File: config.mk
export PLATFORM = sky130hd
export DESIGN_NAME = awd_window_cmp
export DESIGN_NICKNAME = d
export VERILOG_FILES = /design/src/rtl/awd_window_cmp.sv
export SDC_FILE = /design/constraint.sdc
export NUM_CORES = 1
export LEC_CHECK = 0
export CORE_UTILIZATION = 40
export CTS_BUF_LIST = sky130_fd_sc_hd__clkbuf_2
export DETAILED_ROUTE_END_ITERATION = 16
export HOLD_SLACK_MARGIN = 0.05
export PLACE_DENSITY = 0.87
export SYNTH_ARGS = -nofsm -noshare
export SYNTH_HDL_FRONTEND = slang
export SYNTH_SLANG_ARGS = --single-unit
File: constraint.sdc
create_clock -name clk -period 0.8 [get_ports clk]
set_input_delay 0.24 -clock clk [delete_from_list [all_inputs] [get_ports clk]]
set_output_delay 0.24 -clock clk [all_outputs]
set_load 0.005 [all_outputs]
File: src/rtl/awd_window_cmp.sv
module awd_window_cmp #(
  parameter int DW = 12,
  parameter int CW = 5,
  parameter int RW = 2
) (
  input  logic          clk,
  input  logic          rst_n,
  input  logic          smp_vld,
  input  logic [DW-1:0] smp_data,
  input  logic [CW-1:0] smp_chan,
  input  logic          wd_on,
  input  logic          wd_one,
  input  logic [CW-1:0] wd_chan,
  input  logic [DW-1:0] thr_hi,
  input  logic [DW-1:0] thr_lo,
  input  logic [RW-1:0] res_sel,
  input  logic          irq_en,
  input  logic          flag_clr,
  output logic          wd_flag,
  output logic          wd_irq
);
  localparam int SW = RW + 1;

  logic [SW-1:0] shamt;
  logic [DW-1:0] d_al, hi_al, lo_al;
  logic          chan_ok, outside, hit;

  assign shamt   = {res_sel, 1'b0};
  assign d_al    = smp_data << shamt;
  assign hi_al   = thr_hi << shamt;
  assign lo_al   = thr_lo << shamt;
  assign chan_ok = !wd_one || (smp_chan == wd_chan);
  assign outside = (d_al > hi_al) || (d_al < lo_al);
  assign hit     = smp_vld && wd_on && chan_ok && outside;

  always_ff @(posedge clk or negedge rst_n) begin
    if (!rst_n)        wd_flag <= 1'b0;
    else if (hit)      wd_flag <= 1'b1;
    else if (flag_clr) wd_flag <= 1'b0;
  end

  assign wd_irq = wd_flag & irq_en;
endmodule


==> results.yml, run 1 <==
power:
  power_density_nw_per_um2: 700.4
  power_w: 0.001779
  peakVddDrop_mv: 0.3460
  leakage_nw: 1.183
run_status:
  status: "complete, but fails checks"
  violations: "negative setup slack"
final_layout:
  largest_register_ffs: 1
  top_regs: "wd_flag (1)"
  n_fill_cell: 188
  diodes: 0
  top_register: "wd_flag"
  fin_nets: 337
  seq_area_um2: 25.02
  multiInputGateArea_um2: 1504
  finalInstanceArea_um2: 2540
  syn_to_final_growth_pct: 95.76
  drive_above_1_share_pct: 40.86
  utilization_pct: 83.20
grt:
  grtUsageTotal_pct: 29.27
  use_met3_pct: 2.857
  grt_max_degree: 13
  grt_antenna_before_repair: 0
  gr-max-usage-layer: "met2"
  use_met2_pct: 51.79
  grt_pass1_vias: 1664
  grtUsageMet1_pct: 35.77
  grt_overflow: 0
  grt_pass1_wl_mm: 7.790
synthesis:
  synthDistinctLibCells: 35
  synth-main-ff-cell: "dfrtp_1"
  avgSynthCellArea_um2: 7.588
  synth.cell_area_um2: 1297
  synth_edf_count: 0
  syn_inst: 171
  yosysSeqAreaShare_pct: 1.929
  ys_warn_count: 0
  synth-async-reset-ratio_pct: 100.0
  synth_nets: 249
  ys_seq_elements: 1
timing:
  finalSetupTns_ns: -1.607
  finalHoldWorstSlack_ns: 0.3899
  fmax_mhz: 423.8
  setup_viol: 2
  maxSlewViolCount: 0
  hold_violations: 0
  fin_crit_sh_pct: 295.0
  worstMarginPinSlew_ns: 0.3196
  finalCriticalPeriod_ns: 2.360
  slew_headroom_pct: 78.56
  rsz0062_at_grt: "true"
  fin_worst_skew_ns: 0
  setup_slack_ns: -1.560
die:
  rows: 20
  core_um2: 3053
  fp.dieArea_um2: 3476
  ios: 57
  initial_core_util_pct: 42.50
  dieHeight_um: 58.96
  die_w_um: 58.96
cts:
  clock_latency_ns: 0
  clk_pin_slew_ns: 0
  hold_buffers: 0
setup_path:
  cp_slowest_cell: "clkdlybuf4s50_1"
  start_kind: "primary input"
  worstPathArrival_ns: 2.23
  path_class: "primary input to register"
  regToRegStartpoint: "wd_flag$_DFFE_PN0P_"
  path_buf_inv: 1
  r2r-end: "wd_flag$_DFFE_PN0P_"
  cpMostUsedCell: "a21oi_1"
  max_stage_delay_ns: 0.44
  crit_family: "compound AO/OA/AOI/OAI gates"
  worst-r2r-setup-slack_ns: 0.13
  cp_max_fo: 2
  required_ns: 0.67
  crit_path_end_kind: "register"
  cp_cell_sequence: "clkdlybuf4s50_1, mux2i_1, nor2_1, a21oi_1, ha_1, a21o_1, nand3_1, a21oi_1, o31ai_2, o221ai_2"
  ff2ff_path_depth: 2
job:
  max_cap_viol_count: 0
min_path:
  hold_class: "primary input to async pin"
placed_design:
  placed_cell_area_um2: 2137
  gp_congestion: 0.8856
  portBuffers: 56
  dpl.hpwl_mm: 3.549
routing:
  wl_per_cell_um: 18.72
  dr.pass1.iters: 4
  drc: 0
  vias_per_cell: 5.831
  wl_mm: 5.636
  vias: 1755
  antenna_left: 0
  drtIter0Drc: 87
-- through the flow --
stage	setup slack (ns)	cells
2_1_floorplan	-1.238	171
3_3_place_gp	-1.626	294
3_5_place_dp	-1.682	294
4_1_cts	-1.429	299
5_1_grt	-1.624	301
6_report	-1.560	301
-- where the power goes --
group / switching [W] / total, W / internal, W
logic: 0.000802 / 0.00171 / 0.000912
registers: 0.00000489 / 0.0000651 / 0.0000602
clock network: 0 / 0 / 0
total: 0.000807 / 0.00178 / 0.000972
-- synthesized netlist by cell type (4+ instances only) --
| cell | instances | share of area, % |
|---|---|---|
| a21o_1 | 4 | 2.3 |
| inv_1 | 5 | 1.4 |
| a21oi_1 | 23 | 8.9 |
| nand3_1 | 4 | 1.5 |
| o21ai_1 | 5 | 1.9 |
| nor2b_1 | 10 | 4.8 |
| a211oi_1 | 10 | 5.8 |
| or2_2 | 4 | 1.9 |
| mux2_1 | 4 | 3.5 |
| mux2i_1 | 16 | 12 |
| ha_1 | 23 | 22 |
| nor2_1 | 12 | 3.5 |
| nand2_1 | 14 | 4.1 |
-- how the worst max path moves through the flow --
stage,from,end,cells after the start
after floorplan,res_sel[0],wd_flag$_DFFE_PN0P_,9
after global placement,res_sel[1],wd_flag$_DFFE_PN0P_,9
after detailed placement,res_sel[1],wd_flag$_DFFE_PN0P_,9
after CTS,res_sel[0],wd_flag$_DFFE_PN0P_,8
after global routing,thr_hi[5],wd_flag$_DFFE_PN0P_,10
final,thr_hi[5],wd_flag$_DFFE_PN0P_,10
-- per-layer routing --
layer | wire length, um | up-vias
met5 | 0 | -
met4 | 312 | 0
met3 | 352 | 30
met2 | 2755 | 96
met1 | 2216 | 816
li1 | - | 813
-- placed cells by master, fill, tap and decap left out, drive strengths merged, types with 4 or more instances in the layout --
cell            n
a211oi         10
a21o            4
a21oi          23
buf            45
clkdlybuf4s50  24
dlygate4sd2    10
dlymetal6s2s   13
ha             23
inv             5
mux2            4
mux2i          16
nand2          14
nand3           4
nor2           12
nor2b          10
o21ai           8
or2             4
-- repair_timing --
item                                    CTS  global route
cloned                                    3             0
endpoints found under the setup margin    3             2
gates resized for setup                  73            46
pin swaps                                22            19
buffers inserted                          3             2
-- kinds of logic after synthesis --
family | Yosys count | synth area share, %
mux | 22 | 19.29
compound gates | 50 | 23.91
xor+xnor | 5 | 3.376
simple gates | 55 | 22.37
fa+ha+maj | 23 | 22.18
flops | 1 | 1.928
buf+inv | 15 | 6.942
-- worst reg2reg max path, delay by kind of cell (launching register included) --
kind	cells	cell delay [ns]
flops	1	0.36
buf+inv	1	0.08
compound gates	1	0.10
-- area by class of cell --
class | count | area share, %
Timing Repair Buffer | 96 | 36.90
Inverter | 5 | 0.7389
Sequential cell | 1 | 0.9852
Multi-Input combinational cell | 155 | 59.21
Tap cell | 44 | 2.167
(Power assumes the default switching activity.)
==> run 2, diff against run 1 <==
--- a/config.mk
+++ b/config.mk
@@ -7,3 +7,3 @@
 export LEC_CHECK = 0
-export CORE_UTILIZATION = 40
+export CORE_UTILIZATION = 44
 export CTS_BUF_LIST = sky130_fd_sc_hd__clkbuf_2
@@ -11,3 +11,3 @@
 export HOLD_SLACK_MARGIN = 0.05
-export PLACE_DENSITY = 0.87
+export PLACE_DENSITY = 0.9
 export SYNTH_ARGS = -nofsm -noshare
==> constraint.sdc (replaced) <==
create_clock -name clk -period 2.35 [get_ports clk]
set_input_delay 0.3525 -clock clk [delete_from_list [all_inputs] [get_ports clk]]
set_output_delay 0.3525 -clock clk [all_outputs]
set_load 0.005 [all_outputs]
==> results.yml, run 2 (same netlist as run 1, synthesis figures left out) <==
routing:
  wl_per_cell_um: 26.56
  vias: 2081
  antenna_left: 0
  drc: 0
  wl_mm: 7.729
  dr.pass1.iters: 6
  vias_per_cell: 7.151
  drtIter0Drc: 195
final_layout:
  fin_nets: 340
  syn_to_final_growth_pct: 104.7
  final_common_cell: "buf_4"
  drive_above_1_share_pct: 41.15
  finalInstanceArea_um2: 2656
  top_regs: "wd_flag (1)"
  top_register: "wd_flag"
  diodes: 0
  final-instance-count-excl-fill: 291
  largest_register_ffs: 1
  mostFrequentLayoutCells: "buf_4 (34), clkdlybuf4s50_1 (30), nand2_1 (14)"
timing:
  fin_worst_skew_ns: 0
  setup_slack_ns: -0.2670
  fmax_mhz: 382.1
  fin_crit_sh_pct: 111.4
  rsz0062_at_grt: "true"
  hold_violations: 0
  finalSetupTns_ns: -0.2670
  worstMarginPinSlew_ns: 0.4515
  setup_viol: 1
  maxSlewViolCount: 0
  finalHoldWorstSlack_ns: 0.5123
  finalCriticalPeriod_ns: 2.617
  slew_headroom_pct: 69.77
die:
  fp.dieArea_um2: 3170
  die_w_um: 56.31
  initial_core_util_pct: 46.65
  dieHeight_um: 56.31
  core_um2: 2781
  ios: 57
  rows: 19
power:
  power_w: 0.0006926
  peakVddDrop_mv: 0.2427
  power_density_nw_per_um2: 260.7
  leakage_nw: 1.207
setup_path:
  crit_path_end_kind: "register"
  start_kind: "primary input"
  path_class: "primary input to register"
  required_ns: 2.26
  worstPathArrival_ns: 2.52
  cp_max_fo: 9
grt:
  grt_pass1_vias: 1782
  grt_overflow: 0
  grtUsageTotal_pct: 32.26
  grt_pass1_wl_mm: 8.190
  grt_max_degree: 11
  grt_antenna_before_repair: 0
run_status:
  status: "complete, but fails checks"
  violations: "negative setup slack"
placed_design:
  placed_cells: 278
  dpl.hpwl_mm: 3.373
  placed_cell_area_um2: 2058
  portBuffers: 56
  gp_congestion: 0.8993
cts:
  clock_latency_ns: 0
  hold_buffers: 0
  clk_pin_slew_ns: 0
job:
  max_cap_viol_count: 0
min_path:
  hold_class: "primary input to async pin"
-- run 2: cell count changes in the layout (fill, tap and decap cells not counted), moves of 3 or more --
cell,previous run,this run
buf_2,4,0
clkdlybuf4s50_1,24,30
a21oi_2,7,10
nor2_2,4,0
a21oi_1,13,10
buf_6,3,6
-- run 2: layout make-up --
type | count | area, um2
inverter | 5 | 18.77
sequential | 1 | 25.02
timing repair buffer | 99 | 985.9
fill | 62 | 125.1
multi-input combinational | 155 | 1588
tap | 31 | 38.79
-- run 2: repair_timing --
action	4_1_cts	5_1_grt
setup buffers	1	11
gates resized for setup	51	70
cloned	0	1
setup endpoints to repair	1	1
pin swaps	14	20
-- run 2: routing by layer --
layer / vias to the layer above / GRT usage, % / wire (um) / part of all wire, %
met1: 931 / 38.36 / 2591 / 34
met2: 249 / 59.35 / 3437 / 44
met3: 80 / 3.456 / 1024 / 13
li1: 821 / - / - / -
met5: - / 0 / 0 / 0
met4: 0 / 11.50 / 676 / 8.7
-- run 2: where the power goes --
part / total [W] / switching, W / leakage, nW / internal [W]
Clock: 0 / 0 / 0 / 0
Combinational: 0.000669 / 0.000332 / 1.19 / 0.000338
Sequential: 0.0000232 / 0.00000270 / 0.0130 / 0.0000205
-- run 2: critical path: stages --
cell	delay, ns
buf_8	0.11
buf_12	0.14
buf_4	0.14
mux2i_4	0.20
nor2_1	0.22
a21oi_2	0.07
ha_1	0.37
nand4_1	0.19
buf_4	0.20
a211oi_4	0.23
o31ai_4	0.12
o221ai_2	0.18
-- run 2: final timing paths --
check,to,startpoint,depth (start not counted),slack [ns]
setup / recovery,wd_flag$_DFFE_PN0P_,res_sel[0],12,-0.27
hold / removal,wd_flag$_DFFE_PN0P_,rst_n,1,0.51
setup reg to reg,wd_flag$_DFFE_PN0P_,wd_flag$_DFFE_PN0P_,2,1.64
hold reg to reg,wd_flag$_DFFE_PN0P_,wd_flag$_DFFE_PN0P_,2,0.63
max in group asynchronous,wd_flag$_DFFE_PN0P_,rst_n,1,1.73
min in group clk,wd_flag$_DFFE_PN0P_,wd_flag$_DFFE_PN0P_,2,0.63
-- run 2: through the flow --
stage	worst slack (ns)	utilization, %
4_1_cts	0.0001346	81.42
3_3_place_gp	-0.2398	74.00
3_5_place_dp	-0.2904	74.00
2_1_floorplan	0.09057	-
5_1_grt	-0.2862	95.50
6_report	-0.2670	95.50
==> run 3, diff against run 2 <==
Settings changed: PLACE_DENSITY 0.9 to 0.8.
==> results.yml, run 3 (same netlist as run 1, synthesis figures left out) <==
final_layout:
  mostFrequentLayoutCells: "buf_4 (30), clkdlybuf4s50_1 (28), dlygate4sd2_1 (15)"
  syn_to_final_growth_pct: 108.1
  top_register: "wd_flag"
  diodes: 0
  top_regs: "wd_flag (1)"
  fin_nets: 340
  final_common_cell: "buf_4"
  utilization_pct: 97.08
  drive_above_1_share_pct: 44.23
  largest_register_ffs: 1
  final-instance-count-excl-fill: 291
setup_path:
  crit_path_end_kind: "register"
  cp_max_fo: 3
  r2r-end: "wd_flag$_DFFE_PN0P_"
  worst-r2r-setup-slack_ns: 1.66
  ff2ff_path_depth: 2
  worstPathArrival_ns: 2.47
  regToRegStartpoint: "wd_flag$_DFFE_PN0P_"
  required_ns: 2.21
  path_class: "primary input to register"
  start_kind: "primary input"
  startpoint: "smp_data[6]"
  worstSetupEndpoint: "wd_flag$_DFFE_PN0P_"
timing:
  hold_violations: 0
  maxSlewViolCount: 0
  slew_headroom_pct: 75.61
  finalSetupTns_ns: -0.2574
  fmax_mhz: 383.5
  setup_viol: 1
  finalCriticalPeriod_ns: 2.607
  setup_slack_ns: -0.2574
  rsz0062_at_grt: "true"
  worstMarginPinSlew_ns: 0.3658
  fin_crit_sh_pct: 111.0
  fin_worst_skew_ns: 0
run_status:
  violations: "negative setup slack"
  status: "complete, but fails checks"
job:
  max_cap_viol_count: 0
die:
  initial_core_util_pct: 46.65
  dieHeight_um: 56.31
  fp.dieArea_um2: 3170
  core_um2: 2781
  die_w_um: 56.31
  ios: 57
  rows: 19
routing:
  wl_per_cell_um: 28.34
  drtIter0Drc: 164
  vias: 2121
  antenna_left: 0
  drc: 0
  wl_mm: 8.247
  vias_per_cell: 7.289
  dr.pass1.iters: 5
grt:
  grt_pass1_vias: 1901
  grt_overflow: 0
  grtUsageTotal_pct: 35.80
  grt_pass1_wl_mm: 8.887
  grt_antenna_before_repair: 0
  grt_max_degree: 21
cts:
  clock_latency_ns: 0
  clk_pin_slew_ns: 0
  hold_buffers: 0
placed_design:
  post-place-ws_ns: -0.3227
  placed_cells: 278
  gp_congestion: 0.9710
  dpl.hpwl_mm: 3.601
  portBuffers: 56
power:
  leakage_nw: 1.197
  peakVddDrop_mv: 0.2468
  power_w: 0.0007308
  power_density_nw_per_um2: 270.7
min_path:
  hold_class: "primary input to async pin"
[run 3: how the worst min path moves through the flow]
| stage | from | end | slack [ns] | cells past startpoint |
|---|---|---|---|---|
| 2_1_floorplan | rst_n | wd_flag$_DFFE_PN0P_ | 0.06 | 0 |
| 4_1_cts | rst_n | wd_flag$_DFFE_PN0P_ | 0.50 | 1 |
| 5_1_grt | rst_n | wd_flag$_DFFE_PN0P_ | 0.51 | 1 |
| 3_5_place_dp | rst_n | wd_flag$_DFFE_PN0P_ | 0.50 | 1 |
| 6_report | rst_n | wd_flag$_DFFE_PN0P_ | 0.51 | 1 |
| 3_3_place_gp | rst_n | wd_flag$_DFFE_PN0P_ | 0.50 | 1 |
[run 3: timing repair]
action	CTS	global route
endpoints found under the setup margin	1	1
setup buffers	3	8
gates resized for setup	70	58
pin swaps	20	23
gates cloned	1	1
[run 3: final cells by class]
cell class | instances | area, um2
repair buffers | 99 | 1013
multi-input cells | 155 | 1604
flip-flops and latches | 1 | 25.02
well taps | 31 | 38.79
inverters | 5 | 18.77
fillers | 42 | 81.33
[run 3: worst max-delay path: stages]
cell and delay [ns]:
clkdlybuf4s15_1 0.24, mux4_2 0.58, ha_4 0.29, a21oi_1 0.27, nand2_1 0.12, a21o_1 0.25
o31ai_4 0.24, o221ai_2 0.13
[run 3: per-layer routing]
layer	vias to the layer above	share of wire [%]	GRT usage [%]
li1	819	-	-
met1	965	32	41.74
met2	234	45	67.52
met3	103	12	3.226
met4	0	11	12.54
met5	-	0	0
[run 3: power by group]
part / switching, W / leakage, nW / internal, W
Combinational: 0.000349 / 1.18 / 0.000359
Sequential: 0.00000236 / 0.0130 / 0.0000205
Clock: 0 / 0 / 0
Total: 0.000351 / 1.20 / 0.000379
[run 3: through the flow]
stage	area, um2	hold slack [ns]
4_1_cts	2364	0.5030
2_1_floorplan	1297	0.05691
3_3_place_gp	2096	0.5032
3_5_place_dp	2096	0.5030
5_1_grt	2700	0.5100
6_report	2700	0.5053
